[src/rtl/bft_pkg.sv]
package bft_pkg;
  parameter int FRAME_W = 5;
  localparam logic [1:0] BRG_SEL = 2'd2;

  typedef struct packed {
    logic reload;
    logic advance;
  } ctlStrobe_t;

  typedef struct packed {
    logic zeroEv;
    logic halfEv;
    logic bitEv;
  } evt_t;
endpackage

[src/rtl/bft_datapath.sv]
module bft_datapath
  import bft_pkg::*;
#(
  parameter int TC_W     = 16,
  parameter int MAX_MULT = 64
) (
  input  logic            clk,
  input  logic            rst_n,
  input  ctlStrobe_t      strobe,
  input  logic [TC_W-1:0] timeConst,
  input  logic [1:0]      multSel,
  output evt_t            evt
);
  localparam int CNT_W = TC_W + 1;
  localparam int PRE_W = $clog2(2 * MAX_MULT);

  logic [CNT_W-1:0] cnt;
  logic [CNT_W-1:0] periodM1;
  logic [PRE_W-1:0] pre;
  logic [PRE_W-1:0] multVal;
  logic [PRE_W-1:0] halfMask;
  logic [PRE_W-1:0] preTop;
  logic [PRE_W:0]   dblM1;
  logic             zeroAt;

  // period is timeConst + 2 ticks, so the reload value is timeConst + 1
  assign periodM1 = {1'b0, timeConst} + CNT_W'(1);

  always_comb begin
    case (multSel)
      2'd0:    multVal = PRE_W'(1);
      2'd1:    multVal = PRE_W'(16);
      2'd2:    multVal = PRE_W'(32);
      default: multVal = PRE_W'(64);
    endcase
  end

  assign halfMask = multVal - PRE_W'(1);
  assign dblM1    = {multVal, 1'b0} - (PRE_W+1)'(1);
  assign preTop   = dblM1[PRE_W-1:0];

  assign zeroAt     = strobe.advance && !strobe.reload && (cnt == '0);
  assign evt.zeroEv = zeroAt;
  assign evt.halfEv = zeroAt && ((pre & halfMask) == halfMask);
  assign evt.bitEv  = zeroAt && (pre == preTop);

  always_ff @(posedge clk) begin
    if (!rst_n) begin
      cnt <= '0;
      pre <= '0;
    end else if (strobe.reload) begin
      cnt <= periodM1;
      pre <= '0;
    end else if (strobe.advance) begin
      if (cnt == '0) begin
        cnt <= periodM1;
        pre <= (pre == preTop) ? '0 : pre + PRE_W'(1);
      end else begin
        cnt <= cnt - CNT_W'(1);
      end
    end
  end

  p_cnt_bound_r1: assert property (@(posedge clk) disable iff (!rst_n)
    !strobe.reload |-> cnt <= periodM1);

  p_bit_on_half_r4: assert property (@(posedge clk) disable iff (!rst_n)
    evt.bitEv |-> evt.halfEv);

  p_pre_bound_r4: assert property (@(posedge clk) disable iff (!rst_n)
    !strobe.reload |-> pre <= preTop);
endmodule

[src/rtl/bft_control.sv]
module bft_control
  import bft_pkg::*;
#(
  parameter int TC_W = 16
) (
  input  logic               clk,
  input  logic               rst_n,
  input  logic [TC_W-1:0]    timeConst,
  input  logic               runEn,
  input  logic               srcSel,
  input  logic               xtalTick,
  input  logic               sysTick,
  input  logic [1:0]         multSel,
  input  logic [1:0]         txClkSel,
  input  logic [1:0]         rxClkSel,
  input  logic [1:0]         dataSel,
  input  logic [1:0]         stopSel,
  input  logic               parityEn,
  input  logic               loopback,
  input  logic               extIntEn,
  input  evt_t               evt,
  output ctlStrobe_t         strobe,
  output logic               txActive,
  output logic               rxActive,
  output logic [FRAME_W-1:0] frameHalf,
  output logic               zeroPulse,
  output logic               txBitEn,
  output logic               rxBitEn
);
  localparam int CFG_W = TC_W + 14;

  logic [CFG_W-1:0]   cfgNow;
  logic [CFG_W-1:0]   cfgPrev;
  logic               primed;
  logic               cfgChanged;
  logic [FRAME_W-1:0] dataBits;
  logic [FRAME_W-1:0] stopHalf;
  logic [FRAME_W-1:0] bitsNoStop;

  // every input that shapes timing or framing takes part in change detection
  assign cfgNow = {timeConst, runEn, srcSel, multSel, txClkSel, rxClkSel,
                   dataSel, stopSel, parityEn, loopback};
  assign cfgChanged = (cfgNow != cfgPrev);

  always_ff @(posedge clk) begin
    if (!rst_n) begin
      cfgPrev <= '0;
      primed  <= 1'b0;
    end else begin
      cfgPrev <= cfgNow;
      primed  <= 1'b1;
    end
  end

  assign strobe.reload  = !runEn || cfgChanged || !primed;
  assign strobe.advance = runEn && (srcSel ? sysTick : xtalTick);

  assign txActive = (txClkSel == BRG_SEL);
  assign rxActive = (rxClkSel == BRG_SEL);

  always_comb begin
    case (dataSel)
      2'd0:    dataBits = FRAME_W'(5);
      2'd1:    dataBits = FRAME_W'(7);
      2'd2:    dataBits = FRAME_W'(6);
      default: dataBits = FRAME_W'(8);
    endcase
    case (stopSel)
      2'd0:    stopHalf = FRAME_W'(0);
      2'd1:    stopHalf = FRAME_W'(2);
      2'd2:    stopHalf = FRAME_W'(3);
      default: stopHalf = FRAME_W'(4);
    endcase
  end

  assign bitsNoStop = dataBits + FRAME_W'(1) + FRAME_W'(parityEn);
  assign frameHalf  = loopback ? FRAME_W'(2) : ((bitsNoStop << 1) + stopHalf);

  always_ff @(posedge clk) begin
    if (!rst_n) begin
      zeroPulse <= 1'b0;
      txBitEn   <= 1'b0;
      rxBitEn   <= 1'b0;
    end else begin
      zeroPulse <= evt.zeroEv && extIntEn;
      txBitEn   <= evt.bitEv && txActive;
      rxBitEn   <= evt.bitEv && rxActive;
    end
  end

  p_zero_gate_r9: assert property (@(posedge clk) disable iff (!rst_n)
    zeroPulse |-> $past(extIntEn));

  p_tx_sel_r5: assert property (@(posedge clk) disable iff (!rst_n)
    txBitEn |-> $past(txClkSel) == BRG_SEL);

  p_rx_sel_r5: assert property (@(posedge clk) disable iff (!rst_n)
    rxBitEn |-> $past(rxClkSel) == BRG_SEL);

  p_idle_quiet_r2: assert property (@(posedge clk) disable iff (!rst_n)
    !runEn |=> !zeroPulse && !txBitEn && !rxBitEn);

  p_frame_range_r6: assert property (@(posedge clk) disable iff (!rst_n)
    frameHalf >= FRAME_W'(2) && frameHalf <= FRAME_W'(24));
endmodule

[src/rtl/bft_frame_counter.sv]
module bft_frame_counter
  import bft_pkg::*;
(
  input  logic               clk,
  input  logic               rst_n,
  input  logic               clr,
  input  logic               enable,
  input  logic               halfEv,
  input  logic [FRAME_W-1:0] frameLen,
  output logic               charDone
);
  logic [FRAME_W-1:0] halfCount;
  logic               lastHalf;

  assign lastHalf = (halfCount == (frameLen - FRAME_W'(1)));

  always_ff @(posedge clk) begin
    if (!rst_n) begin
      halfCount <= '0;
      charDone  <= 1'b0;
    end else if (clr) begin
      halfCount <= '0;
      charDone  <= 1'b0;
    end else begin
      charDone <= enable && halfEv && lastHalf;
      if (enable && halfEv)
        halfCount <= lastHalf ? '0 : halfCount + FRAME_W'(1);
    end
  end

  p_half_bound_r8: assert property (@(posedge clk) disable iff (!rst_n)
    !clr |-> halfCount < frameLen);

  p_done_on_half_r8: assert property (@(posedge clk) disable iff (!rst_n)
    charDone |-> $past(halfEv) && $past(enable));
endmodule

[src/rtl/baud_frame_timer.sv]
module baud_frame_timer
  import bft_pkg::*;
#(
  parameter int TC_W     = 16,
  parameter int MAX_MULT = 64
) (
  input  logic               clk,
  input  logic               rst_n,
  input  logic [TC_W-1:0]    timeConst,
  input  logic               runEn,
  input  logic               srcSel,
  input  logic               xtalTick,
  input  logic               sysTick,
  input  logic [1:0]         multSel,
  input  logic [1:0]         txClkSel,
  input  logic [1:0]         rxClkSel,
  input  logic [1:0]         dataSel,
  input  logic [1:0]         stopSel,
  input  logic               parityEn,
  input  logic               loopback,
  input  logic               extIntEn,
  output logic               zeroPulse,
  output logic               txBitEn,
  output logic               rxBitEn,
  output logic               txCharDone,
  output logic               rxCharDone,
  output logic [FRAME_W-1:0] frameHalf
);
  ctlStrobe_t strobe;
  evt_t       evt;
  logic [1:0] dirActive;
  logic [1:0] dirDone;

  bft_control #(.TC_W(TC_W)) u_control (
    .clk(clk), .rst_n(rst_n), .timeConst(timeConst), .runEn(runEn),
    .srcSel(srcSel), .xtalTick(xtalTick), .sysTick(sysTick),
    .multSel(multSel), .txClkSel(txClkSel), .rxClkSel(rxClkSel),
    .dataSel(dataSel), .stopSel(stopSel), .parityEn(parityEn),
    .loopback(loopback), .extIntEn(extIntEn), .evt(evt),
    .strobe(strobe), .txActive(dirActive[0]), .rxActive(dirActive[1]),
    .frameHalf(frameHalf), .zeroPulse(zeroPulse),
    .txBitEn(txBitEn), .rxBitEn(rxBitEn)
  );

  bft_datapath #(.TC_W(TC_W), .MAX_MULT(MAX_MULT)) u_datapath (
    .clk(clk), .rst_n(rst_n), .strobe(strobe),
    .timeConst(timeConst), .multSel(multSel), .evt(evt)
  );

  for (genvar d = 0; d < 2; d++) begin : g_dir
    bft_frame_counter u_frame (
      .clk(clk), .rst_n(rst_n), .clr(strobe.reload),
      .enable(dirActive[d]), .halfEv(evt.halfEv),
      .frameLen(frameHalf), .charDone(dirDone[d])
    );
  end

  assign txCharDone = dirDone[0];
  assign rxCharDone = dirDone[1];
endmodule

[config.mk]
export PLATFORM = sky130hd
export DESIGN_NAME = baud_frame_timer
export DESIGN_NICKNAME = d
export VERILOG_FILES = /design/src/rtl/bft_pkg.sv /design/src/rtl/bft_datapath.sv /design/src/rtl/bft_control.sv /design/src/rtl/bft_frame_counter.sv /design/src/rtl/baud_frame_timer.sv
export SDC_FILE = /design/constraint.sdc
export NUM_CORES = 1
export LEC_CHECK = 0
export BUFFER_PORTS_ARGS = -buffer_cell sky130_fd_sc_hd__buf_4
export CAP_MARGIN = 20
export CORE_UTILIZATION = 55
export CTS_BUF_LIST = sky130_fd_sc_hd__clkbuf_4
export DETAILED_ROUTE_END_ITERATION = 6
export GPL_TIMING_DRIVEN = 0
export MAX_ROUTING_LAYER = met4
export PLACE_DENSITY = 0.77
export SYNTH_ARGS = -nofsm -noshare
export SYNTH_HDL_FRONTEND = slang
export SYNTH_SLANG_ARGS = --single-unit
[constraint.sdc]
create_clock -name clk -period 4.1 [get_ports clk]
set_input_delay 0.41 -clock clk [delete_from_list [all_inputs] [get_ports clk]]
set_output_delay 0.41 -clock clk [all_outputs]
set_load 0.05 [all_outputs]
Yosys cells after proc, flatten, opt, wreduce, memory -nomap -nowiden
Index checks and enable logic that the tools add are counted.
- register bits after elaboration: 70
- input port bits: 35
- output and inout bits: 10
- logic and storage cells: 73
- add/sub/neg operators: 11
- equality and inequality tests: 13
- mux-type cells: 12
- bitwise logic cells: 2
- reduce and logical (&&, ||, !) cells: 24
- operators with widths (cell ; number):
    two-way mux 17 bit ; 3
    != test 30 bit ; 1
    one-hot mux 7 bit (3 select lines) ; 1
    adder 16 x 1 -> 17 bit (second input constant) ; 1
    zero test 17 bit ; 1
    subtractor 17 x 1 -> 17 bit (second input constant) ; 1
    two-way mux 5 bit ; 3
    equality test 7 bit ; 2
    subtractor 7 x 1 -> 7 bit (second input constant) ; 2
    logical AND 1 bit ; 12
    one-hot mux 4 bit (3 select lines) ; 1
    adder 5 x 1 -> 5 bit (second input constant) ; 2
    equality test 2 bit (second input constant) ; 5
    equality test 5 bit ; 2
    one-hot mux 3 bit (3 select lines) ; 1
    adder 7 x 1 -> 7 bit (second input constant) ; 1
    bitwise AND 7 bit ; 1
    two-way mux 7 bit ; 1
    equality test 2 x 1 -> 1 bit (second input constant) ; 3
    zero test 2 bit ; 3
    adder 5 x 3 -> 5 bit ; 1
    subtractor 5 x 1 -> 5 bit (second input constant) ; 1
    adder 4 x 1 -> 4 bit ; 1
    adder 4 x 1 -> 4 bit (second input constant) ; 1
    other kinds (7) ; 11

Longest topological paths before layout
- depth in word-level cells: 9
- mapped depth: 12
- gate-level depth less buffers: 12

Modules after synthesis
From an unflattened synthesis, not the netlist that was laid out.
- cells, all modules: 484
- area, all modules: 4274.1 um^2
- by module, submodules not included (module ; instances ; cells each ; area each (um^2) ; seq. area each (um^2)):
    bft_datapath ; 1 ; 264 ; 2024.4 ; 480.5
    bft_control ; 1 ; 142 ; 1491.4 ; 680.7
    bft_frame_counter ; 2 ; 39 ; 379.1 ; 120.1

Least setup slack after synthesis
No wires, ideal clock.
- path type: input to register
- from: input parityEn
- to: register g_dir[0].u_frame.halfCount[3]
- setup time: 0.070 ns
- arrival: 3.569 ns
- data required time: 4.030 ns
- path slack: 0.460 ns
- cell stages on the path: 12
- path buffers: 0
- cells stage by stage: inv_1 ha_1 inv_1 fa_1 inv_1 fa_1 nor2_1 xnor3_1 and3_1 nand4_1 or4b_1 a21oi_1
- elaborated cells on any way between the ends: 15
- classes of those cells: add/sub: 3; eq/ne: 2; mux: 2; reduce/logical: 8
- RTL lines (item ; RTL line ; source):
    start, declared ; baud_frame_timer.sv:19 ; input logic parityEn,
    adder 4 x 1 -> 4 bit ; bft_control.sv:76 ; assign bitsNoStop = dataBits + FRAME_W'(1) + FRAME_W'(parityEn);
    adder 5 x 3 -> 5 bit ; bft_control.sv:77 ; assign frameHalf = loopback ? FRAME_W'(2) : ((bitsNoStop << 1) + stopHalf);
    two-way mux 5 bit ; bft_control.sv:77 ;
    named net frameHalf[2] ; baud_frame_timer.sv:27 ; output logic [FRAME_W-1:0] frameHalf
    subtractor 5 x 1 -> 5 bit ; bft_frame_counter.sv:15 ; assign lastHalf = (halfCount == (frameLen - FRAME_W'(1)));
    equality test 5 bit ; bft_frame_counter.sv:15 ;
    two-way mux 5 bit ; bft_frame_counter.sv:27 ; halfCount <= lastHalf ? '0 : halfCount + FRAME_W'(1);
    end signal, assigned ; bft_frame_counter.sv:27 ;
    end, declared ; bft_frame_counter.sv:12 ; logic [FRAME_W-1:0] halfCount;
The timed path passes the listed nets, and every way through them passes these cells.
A chain may end at the register's enable or synchronous reset.

Worst setup path after layout
- from: input parityEn
- to: register g_dir[0].u_frame.halfCount[4]
- word-level cells in the longest chain between the ends: 8
- elaborated cells on any way between the ends: 15
- classes of those cells: add/sub: 3; eq/ne: 2; mux: 2; reduce/logical: 8
- RTL lines (item):
    branches (longest 8 deep; another with adder 5 x 3 -> 5 bit)
Several ways; the timed one is not identified.

==> impl_metrics.ini <==
[detailed_routing]
first_iter_violations = 157
drc = 0
postRouteAntennaNets = 0
vias_per_cell = 5.744
routedWlPerCell_um = 15.28
drt-pass1-iter-count = 6
via_count = 3630
wl_um = 9660

[final_layout]
drive_gt1_share_pct = 12.87
fillers = 597
nets = 582
finalNonFillerCells = 632
multi_input_area_um2 = 2501
area_growth_pct = 14.44
antenna-diode-count = 0
regArea_um2 = 1401

[clocking]
cts_resized = 0
post_cts_buffers = 0
htree_levels = 3
cts_root_buffer = clkbuf_4
clock-sinks = 70
clk_pin_slew_ps = 130
insertion_delay_ps = 440
ctsHoldBuffers = 0
cts_buffers = 9
clk_path_buf_depth = 2
cts_tree = built

[min_path]
hp-class = input port to flop
hp-start = rst_n
whs_path_depth = 1

[floorplan]
dieHeight_um = 87.88
num_rows = 30
die_x_um = 87.88
io_pins = 45
die-area_um2 = 7723
coreArea_um2 = 6944
start_util_pct = 58.41

[worst_setup_path]
r2r-start = u_control.cfgPrev[11]
slowest_stage = fa_1
reg2reg_depth = 8
cpMostUsedCell = inv_1
timing.critical_path.from = parityEn
end_kind = flop
cp_data_arrival_time_ps = 3530
path_max_fanout = 9
cp_top_family = simple AND/OR/NAND/NOR gates
cp.depth = 13
cp-start-kind = input port
crit_chain = buf_4 -> inv_1 -> ha_1 -> inv_1 -> fa_1 -> inv_1 -> fa_1 -> nor3b_1 -> xnor2_1 -> or3_1 -> nand4_1 -> or4b_1 -> a21oi_1
required_ps = 4480
worst-path-buf-inv = 4
critPathMaxStageDelay_ps = 560
worst-setup-path-type = input port to flop

[timing]
slew_viol_final = 0
period_minus_slack_ps = 3157
fmax_ghz = 0.3168
final-setup-viol-count = 0
rsz0062_at_grt = no
worst_pin_slew_ps = 712.0
relSlewSlack_pct = 52.22
final.setup_skew_ps = 17.38
fin_crit_sh_pct = 77.00
tns_ps = 0
hold_violations = 0

[power]
p_leak_nw = 1.722
powerDensity_nw_per_um2 = 312.9
total_power_w = 0.001452
irDropWorstVdd_mv = 0.2266

[placed_design]
hpwl_um = 7255
dp.cells = 616
gp_congestion = 0.8804
portBuffers = 43

[global_routing]
grt_pass1_wl_um = 15600
first_global_vias = 3310
overflow = 0
grt_max_degree = 14
grt_usage_pct = 27.41
antenna_found_initial = 0

[logic_synthesis]
ys_top_cells_by_area = dfxtp_1, xnor2_1, and2_1
synth.net_count = 528
synth_top_area_share_pct = 34.55
syn_area_um2 = 4056
yosys_register_bits = 70
ys_seq_area_share_pct = 34.55
postSynthCellCount = 477
synth_edf_count = 0
yosys_warnings = 0
syn_area_per_cell_um2 = 8.504
synth_area_leader_cell = dfxtp_1
synth_top_flop_cell = dfxtp_1
async_flop_share_pct = 0
synth.distinct_cells = 52

[job]
drv_cap = 0

[status]
status = completed
## cells in the final DEF, fill, tap and decap left out, types with 17 or more instances in the layout
cell type	netlist	layout
nand2_1	28	28
clkbuf_1	19	19
xnor2_1	38	38
inv_1	19	19
and2_1	42	42
dfxtp_1	70	70
a21oi_1	31	31
nor2_1	30	30
nand3_1	26	26
nand4_1	17	17
buf_4	0	43
## where the power goes
| group | internal (W) | total [W] | leakage (nW) | switching, W |
|---|---|---|---|---|
| logic | 0.000124 | 0.000272 | 1.08 | 0.000148 |
| clock network | 0.000186 | 0.000458 | 0.0698 | 0.000272 |
| registers | 0.000706 | 0.000723 | 0.577 | 0.0000168 |
| total | 0.00102 | 0.00145 | 1.72 | 0.000436 |
## stage by stage
stage / cell area, µm² / setup WS [ps] / hold slack [ps] / util (%)
finish: 4642 / 943.0 / 128.7 / 66.85
global route: 4642 / 774.6 / 110.1 / 66.85
CTS: 4642 / 947.6 / 119.9 / 66.85
detailed placement: 4499 / 530.0 / 483.1 / 64.79
global placement: 4499 / 586.5 / 470.4 / 64.79
floorplan: 4056 / 460.2 / 437.7 / -
## worst paths after layout
path	end	slack, ps
worst max register to register	u_datapath.cnt[2]	1250
worst max-delay path	g_dir[0].u_frame.halfCount[4]	940
worst min-delay path	u_control.primed	130
worst min register to register	u_datapath.pre[2]	500
## kinds of logic (layout without fill, tap and decap cells)
logic type | count (synthesis) | in the layout | share of synthesized area (%)
AO/OA/AOI/OAI | 74 | 74 | 10.92
XOR/XNOR | 55 | 55 | 13.23
adder cells (fa/ha/maj) | 16 | 16 | 5.305
buffers and inverters | 39 | 98 | 3.794
flip-flops | 70 | 70 | 34.55
multiplexers | 8 | 8 | 2.005
AND/OR/NAND/NOR | 215 | 215 | 30.20
## registers in the layout (all words and copies together) (netlist names), 2 cells and up
register,cells
u_datapath.pre,7
g_dir.u_frame.charDone,2
g_dir.u_frame.halfCount,10
u_datapath.cnt,17
u_control.cfgPrev,30
## final cells by class
type                            count  area share, %
Multi-Input combinational cell    368          53.88
Clock inverter                      7          1.617
Sequential cell                    70          30.19
Timing Repair Buffer               43          6.954
Tap cell                           96          2.588
Buffer                             20          1.779
Clock buffer                        9          1.456
Inverter                           19          1.536
## routing by layer
| layer | GRT usage [%] | part of all wire [%] | vias to the layer above |
|---|---|---|---|
| li1 | - | - | 1789 |
| met1 | 35.14 | 45 | 1688 |
| met2 | 44.19 | 47 | 134 |
| met3 | 3.205 | 6.2 | 19 |
| met4 | 10.58 | 1.6 | 0 |
| met5 | - | 0 | - |
## worst reg2reg max path: cells and delay by family (launching register included)
kind / cells / cell delay [ps]
xor gates and xnor gates: 1 / 230
buffers and inverters: 2 / 770
AOI/OAI and AO/OA: 2 / 370
DFF: 1 / 330
and+or+nand+nor: 3 / 1040
## synthesized netlist by cell type, types with 7 or more instances
library cell	count
dfxtp_1	70
and2_1	42
xnor2_1	38
a21oi_1	31
nor2_1	30
nand2_1	28
nand3_1	26
clkbuf_1	19
inv_1	19
nand4_1	17
nor3_1	15
ha_1	14
xor2_1	13
and3_1	11
nor4_1	9
o22ai_1	9
o21ai_0	8
a31oi_1	7
mux2i_1	7
(Power assumes the default switching activity.)
